[src/rtl/fhb_pkg.sv]
package fhb_pkg;
    typedef enum logic [1:0] {
        ST_FILL = 2'd0,
        ST_SEED = 2'd1,
        ST_RUN  = 2'd2
    } fhb_state_e;
endpackage

[src/rtl/fhb_ram.sv]
module fhb_ram #(
    parameter int W     = 8,
    parameter int DEPTH = 8,
    localparam int AW   = $clog2(DEPTH)
) (
    input  logic          clk,
    input  logic          we,
    input  logic [AW-1:0] waddr,
    input  logic [W-1:0]  wdata,
    input  logic [AW-1:0] raddr,
    output logic [W-1:0]  rdata
);
    logic [W-1:0] mem_q [DEPTH];

    always_ff @(posedge clk) begin
        if (we) mem_q[waddr] <= wdata;
        rdata <= mem_q[raddr];
    end
endmodule

[src/rtl/fhb_age_mux.sv]
module fhb_age_mux #(
    parameter int W     = 8,
    parameter int NHIST = 4,
    localparam int PW   = $clog2(NHIST)
) (
    input  logic [PW-1:0]      oldest,
    input  logic [NHIST*W-1:0] phys,
    output logic [NHIST*W-1:0] aged
);
    // Field k takes the buffer k places after the oldest, wrapping.
    always_comb begin
        aged = '0;
        for (int k = 0; k < NHIST; k++) begin
            int s;
            s = int'(oldest) + k;
            if (s >= NHIST) s = s - NHIST;
            aged[k*W +: W] = phys[s*W +: W];
        end
    end
endmodule

[src/rtl/fhb_seq.sv]
module fhb_seq
    import fhb_pkg::*;
#(
    parameter int NHIST     = 4,
    parameter int FRAME_PIX = 8,
    localparam int PW       = $clog2(NHIST),
    localparam int AW       = $clog2(FRAME_PIX)
) (
    input  logic          clk,
    input  logic          rst_n,
    input  logic          in_valid,
    input  logic          in_sof,
    input  logic          in_eof,
    output logic [AW-1:0] pix_addr,
    output logic [PW-1:0] oldest,
    output logic          seed_mode,
    output logic          run_mode,
    output logic          init_done
);
    fhb_state_e    state_q, state_d;
    logic [AW-1:0] cnt_q;
    logic [PW-1:0] oldest_q;
    logic          frame_end;

    assign frame_end = in_valid && in_eof;
    assign pix_addr  = in_sof ? '0 : cnt_q;
    assign oldest    = oldest_q;

    // State register
    always_ff @(posedge clk or negedge rst_n) begin
        if (!rst_n) state_q <= ST_FILL;
        else        state_q <= state_d;
    end

    // Next state: during fill the oldest pointer equals the frames already stored
    always_comb begin
        state_d = state_q;
        unique case (state_q)
            ST_FILL: if (frame_end && oldest_q == PW'(NHIST-2)) state_d = ST_SEED;
            ST_SEED: if (frame_end) state_d = ST_RUN;
            ST_RUN:  state_d = ST_RUN;
            default: state_d = ST_FILL;
        endcase
    end

    // Outputs
    always_comb begin
        seed_mode = 1'b0;
        run_mode  = 1'b0;
        unique case (state_q)
            ST_FILL: ;
            ST_SEED: seed_mode = 1'b1;
            ST_RUN:  run_mode  = 1'b1;
            default: ;
        endcase
        init_done = run_mode;
    end

    // Pixel address and oldest-buffer pointer
    always_ff @(posedge clk or negedge rst_n) begin
        if (!rst_n) begin
            cnt_q    <= '0;
            oldest_q <= '0;
        end else if (in_valid) begin
            if (in_eof || pix_addr == AW'(FRAME_PIX-1)) cnt_q <= '0;
            else                                         cnt_q <= pix_addr + 1'b1;
            if (in_eof)
                oldest_q <= (oldest_q == PW'(NHIST-1)) ? '0 : oldest_q + 1'b1;
        end
    end

    AST_PTR_HOLD: assert property (@(posedge clk) disable iff (!rst_n)
        !frame_end |=> $stable(oldest_q));

    AST_RUN_STICKY: assert property (@(posedge clk) disable iff (!rst_n)
        run_mode |=> run_mode);
endmodule

[src/rtl/frame_history_ctrl.sv]
module frame_history_ctrl #(
    parameter int PIX_W     = 8,
    parameter int NHIST     = 4,
    parameter int FRAME_PIX = 8,
    localparam int PW       = $clog2(NHIST),
    localparam int AW       = $clog2(FRAME_PIX)
) (
    input  logic                   clk,
    input  logic                   rst_n,
    input  logic                   in_valid,
    input  logic                   in_sof,
    input  logic                   in_eof,
    input  logic [PIX_W-1:0]       in_pix,
    input  logic [PIX_W-1:0]       bg_upd,
    output logic                   out_valid,
    output logic [PIX_W-1:0]       out_pix,
    output logic [NHIST*PIX_W-1:0] out_hist,
    output logic [PIX_W-1:0]       out_bg,
    output logic                   init_done
);
    logic [AW-1:0]          pix_addr;
    logic [PW-1:0]          oldest;
    logic                   seed_mode, run_mode;

    // Slot 1: pixel read issued last edge, history overwrite now
    logic                   v1_q, seed1_q, run1_q;
    logic [AW-1:0]          addr1_q;
    logic [PIX_W-1:0]       pix1_q;
    logic [PW-1:0]          old1_q;
    // Slot 2: background write
    logic                   v2_q;
    logic [AW-1:0]          addr2_q;
    logic [PIX_W-1:0]       bgw_q;

    logic [NHIST*PIX_W-1:0] phys_rd;
    logic [NHIST-1:0]       hist_we;

    fhb_seq #(.NHIST(NHIST), .FRAME_PIX(FRAME_PIX)) seq_i (
        .clk       (clk),
        .rst_n     (rst_n),
        .in_valid  (in_valid),
        .in_sof    (in_sof),
        .in_eof    (in_eof),
        .pix_addr  (pix_addr),
        .oldest    (oldest),
        .seed_mode (seed_mode),
        .run_mode  (run_mode),
        .init_done (init_done)
    );

    always_ff @(posedge clk or negedge rst_n) begin
        if (!rst_n) begin
            v1_q    <= 1'b0;
            seed1_q <= 1'b0;
            run1_q  <= 1'b0;
            addr1_q <= '0;
            pix1_q  <= '0;
            old1_q  <= '0;
            v2_q    <= 1'b0;
            addr2_q <= '0;
            bgw_q   <= '0;
        end else begin
            v1_q <= in_valid;
            if (in_valid) begin
                seed1_q <= seed_mode;
                run1_q  <= run_mode;
                addr1_q <= pix_addr;
                pix1_q  <= in_pix;
                old1_q  <= oldest;
            end
            v2_q <= v1_q && (seed1_q || run1_q);
            if (v1_q) begin
                addr2_q <= addr1_q;
                bgw_q   <= run1_q ? bg_upd : pix1_q;
            end
        end
    end

    for (genvar i = 0; i < NHIST; i++) begin : g_hist
        assign hist_we[i] = v1_q && (old1_q == PW'(i));
        fhb_ram #(.W(PIX_W), .DEPTH(FRAME_PIX)) ram_i (
            .clk   (clk),
            .we    (hist_we[i]),
            .waddr (addr1_q),
            .wdata (pix1_q),
            .raddr (pix_addr),
            .rdata (phys_rd[i*PIX_W +: PIX_W])
        );
    end

    fhb_ram #(.W(PIX_W), .DEPTH(FRAME_PIX)) bg_ram_i (
        .clk   (clk),
        .we    (v2_q),
        .waddr (addr2_q),
        .wdata (bgw_q),
        .raddr (pix_addr),
        .rdata (out_bg)
    );

    fhb_age_mux #(.W(PIX_W), .NHIST(NHIST)) age_i (
        .oldest (old1_q),
        .phys   (phys_rd),
        .aged   (out_hist)
    );

    assign out_valid = v1_q && run1_q;
    assign out_pix   = pix1_q;

    AST_QUIET_BEFORE_RUN: assert property (@(posedge clk) disable iff (!rst_n)
        out_valid |-> init_done);

    AST_ECHO_NEXT: assert property (@(posedge clk) disable iff (!rst_n)
        (in_valid && init_done) |=> (out_valid && out_pix == $past(in_pix)));

    AST_IDLE_QUIET: assert property (@(posedge clk) disable iff (!rst_n)
        !in_valid |=> !out_valid);

    AST_SINGLE_HIST_WRITE: assert property (@(posedge clk) disable iff (!rst_n)
        $onehot0(hist_we) && ($countones(hist_we) == 32'(v1_q)));
endmodule

[config.mk]
export PLATFORM = sky130hd
export DESIGN_NAME = frame_history_ctrl
export DESIGN_NICKNAME = d
export VERILOG_FILES = /design/src/rtl/fhb_pkg.sv /design/src/rtl/fhb_ram.sv /design/src/rtl/fhb_age_mux.sv /design/src/rtl/fhb_seq.sv /design/src/rtl/frame_history_ctrl.sv
export SDC_FILE = /design/constraint.sdc
export NUM_CORES = 1
export LEC_CHECK = 0
export BUFFER_PORTS_ARGS = -buffer_cell sky130_fd_sc_hd__buf_2
export CORE_MARGIN = 2
export CORE_UTILIZATION = 40
export DETAILED_ROUTE_END_ITERATION = 7
export MAX_ROUTING_LAYER = met4
export PLACE_DENSITY = 0.6
export SYNTH_ARGS = -nofsm -noshare
export SYNTH_HDL_FRONTEND = slang
export SYNTH_HIERARCHICAL = 1
export SYNTH_SLANG_ARGS = --single-unit
[constraint.sdc]
create_clock -name clk -period 2.9 [get_ports clk]
set_input_delay 0.145 -clock clk [delete_from_list [all_inputs] [get_ports clk]]
set_output_delay 0.145 -clock clk [all_outputs]
set_load 0.02 [all_outputs]
==> metrics <==
syn_nets 807; Post-synth EDFFs 320; reg2reg setup slack 0.82 ns; hpwl dp 20.61 mm; reg-to-reg startpoint seq_i/cnt_q[0]; sequential share of the synthesized area between 70 and 80%; area occupied by registers 0.01129 mm²; post-CTS sizing 0; reg2reg end g_hist[1].ram_i/rdata[3]; die area ~0.041 mm²; CTS tree done; Final Setup Violations 0; Netlist cell types 38; Routed wire per std cell 22.59 µm; area growth from synthesis to final layout 17.41%; Final Total Pwr approximately 0.015 W; die span in x roughly 200 µm; clk sink count 395; iteration-0 DRC count of the detailed router approximately 480; max-slew violations 0; Total Neg Setup Slack 0 ns; PortBufs 70; Critical Path Start Type flop; Synth area leader edfxtp_1; htree depth 2; flops & latches, synth 395; first-pass GRT wire length 49.69 mm; Leakage Power about 6.6 nW; critical path class reg2out; final net count 952; measured slew at the worst slew-check pin 1.236 ns; vias in the first global route 7,810; Critical Path End Type output pin; Fillers between 3,000 and 4,000; routed via count 7,640; ys async rst share 8.861%; CTS Buffer Depth 3; top cells by area, synth edfxtp_1, mux4_1, dfrtp_1; worst-path maximum fanout 10; placed inst area between 0.015 and 0.02 mm²; ratio of cells with drive above 1 in the final layout 27.57%; RSZ-0062 raised after global routing false; PwrDens 834.0 mW/mm²; worst hold slack about 0.045 ns; pre-CTS setup slack 0.8132 ns; DRT Wirelength 33.25 mm; Final Critical Period 2.667 ns; total CTS buffers 43; ANT nets after route 0; crit path DAT 2.52 ns; worst setup margin 0.2326 ns; worst hold start in_valid; Synth Cell Area 0.01581 mm²; status completed; area occupied by multi-input gates 0.004153 mm²; max_slew headroom 17.59%; remaining global-route overflow 0; GRT Resource Usage Total between 10% and 20%; CP Data Required Time 2.76 ns; max-cap violations 0; Syn Area/Cell 20.41 µm²; CTS clk-pin slew, worst paths 0.06 ns; largest net degree at the start of global routing slightly below 70; cell count after synthesis 775; initial antenna violation count 0; routability cong. 0.7570; synth warn 6; share of the synthesized area in the top cell type 60.76%; DRC viols 0; post-route clock period utilization roughly nine tenths; clock skew between 0.015 and 0.02 ns; reg2reg path depth 4; root buffer cell clkbuf_16; initial core utilization 40.73%; Worst Hold Class in2reg; TritonRoute pass-1 iters 4; Cells on Worst Hold Path 1; Max VDD drop 0.0009154 V; hold path endpoint v1_q; final hold violation count 0; Die Y 202.8 µm; post-layout instance area between 0.015 and 0.02 mm²; Post-synth top flop edfxtp_1; I/O pin cnt 71; diode count 0; Clock Latency Late Sink 0.55 ns; CP startpoint old1_q[0]; fmax 374.9 MHz; num rows 72; Via density 5.190; core area 0.03883 mm²
-- kinds of logic (layout without fill, tap and decap cells) --
| family | count (synthesis) | in the layout | share of synthesized area (%) |
|---|---|---|---|
| and+or+nand+nor | 91 | 91 | 2.627 |
| buffers and inverters | 48 | 227 | 2.516 |
| DFF | 395 | 395 | 71.37 |
| AOI/OAI and AO/OA | 33 | 33 | 1.321 |
| adders and majority gates | 11 | 11 | 0.8703 |
| muxes | 197 | 197 | 21.30 |
-- cell usage in the layout (no fill, tap or decap), types with 13 or more instances in the layout --
cell type / count
buf_2: 70
buf_4: 50
clkbuf_16: 43
dfrtp_1: 34
dfxtp_1: 40
dlygate4sd3_1: 18
edfxtp_1: 320
mux2_2: 49
mux2i_1: 56
mux4_1: 75
nand2_1: 13
nand2b_1: 15
nor2_1: 41
o22ai_1: 16
-- metal layers --
metal,wire length [µm],track usage [%],vias up
li1,-,-,3457
met1,14920,22.77,3960
met2,15710,25.81,167
met3,1595,3.258,56
met4,1032,6.074,0
met5,0,-,-
-- cells in the mapped netlist (5+ instances only) --
cell      instances
edfxtp_1        320
mux4_1           75
mux2i_1          56
mux2_2           49
nor2_1           43
dfxtp_1          40
dfrtp_1          35
o22ai_1          16
nand2b_1         15
buf_6            13
nand2_1          13
ha_1             11
nor3_1           11
mux2_4           10
buf_2             9
a21oi_1           8
buf_12            6
inv_1             6
buf_1             5
clkbuf_1          5
mux4_2            5
-- registers in the layout, indices dropped and copies added, names as in the netlist --
| name | count |
|---|---|
| seq_i/oldest | 2 |
| bg_ram_i/rdata | 8 |
| bg_ram_i/mem_q | 64 |
| v2_q | 1 |
| addr2_q | 3 |
| v1_q | 1 |
| seed1_q | 1 |
| seq_i/state_q | 2 |
| out_pix | 8 |
| g_hist.ram_i/mem_q | 256 |
| old1_q | 2 |
| run1_q | 1 |
| addr1_q | 3 |
| bgw_q | 8 |
| seq_i/cnt_q | 3 |
| g_hist.ram_i/rdata | 32 |
-- what timing repair did --
action	in CTS	in global routing
hold buffers	18	0
buffers inserted	0	0
endpoints found under the hold margin	55	0
-- power by group --
| part | switching (W) | internal (W) | leakage [nW] |
|---|---|---|---|
| logic | 0.00172 | 0.00114 | 2.20 |
| registers | 0.000376 | 0.00660 | 3.65 |
| clock network | 0.00220 | 0.00345 | 0.730 |
-- area by class of cell --
class                           instances  share of cell area, %
Clock inverter                         22                  1.611
Tap cell                              518                  3.491
Sequential cell                       395                  60.79
Multi-Input combinational cell        332                  22.37
Timing Repair Buffer                  141                  5.202
Clock buffer                           57                  6.402
Inverter                                7                 0.1415
-- metrics by stage --
step | utilization, % | std cells
2_1_floorplan | - | 775
3_3_place_gp | 43.53 | 1375
3_5_place_dp | 43.53 | 1375
4_1_cts | 47.82 | 1472
5_1_grt | 47.82 | 1472
6_report | 47.82 | 1472
-- critical path, cell delays in order, from the launching register on --
cell and delay, ns:
dfrtp_2 0.35, inv_1 0.06, ha_1 0.66, a21bo_1 0.43, o22ai_1 0.27, buf_2 0.20
-- how the worst max path moves through the flow --
stage                    to  slack, ns  cells after the start
6_report       out_hist[28]       0.23                      5
4_1_cts        out_hist[28]       0.24                      5
3_5_place_dp   out_hist[28]       0.81                      5
5_1_grt        out_hist[28]       0.16                      5
2_1_floorplan  out_hist[25]       0.82                      8
3_3_place_gp   out_hist[28]       0.84                      5
(Power assumes the default switching activity.)
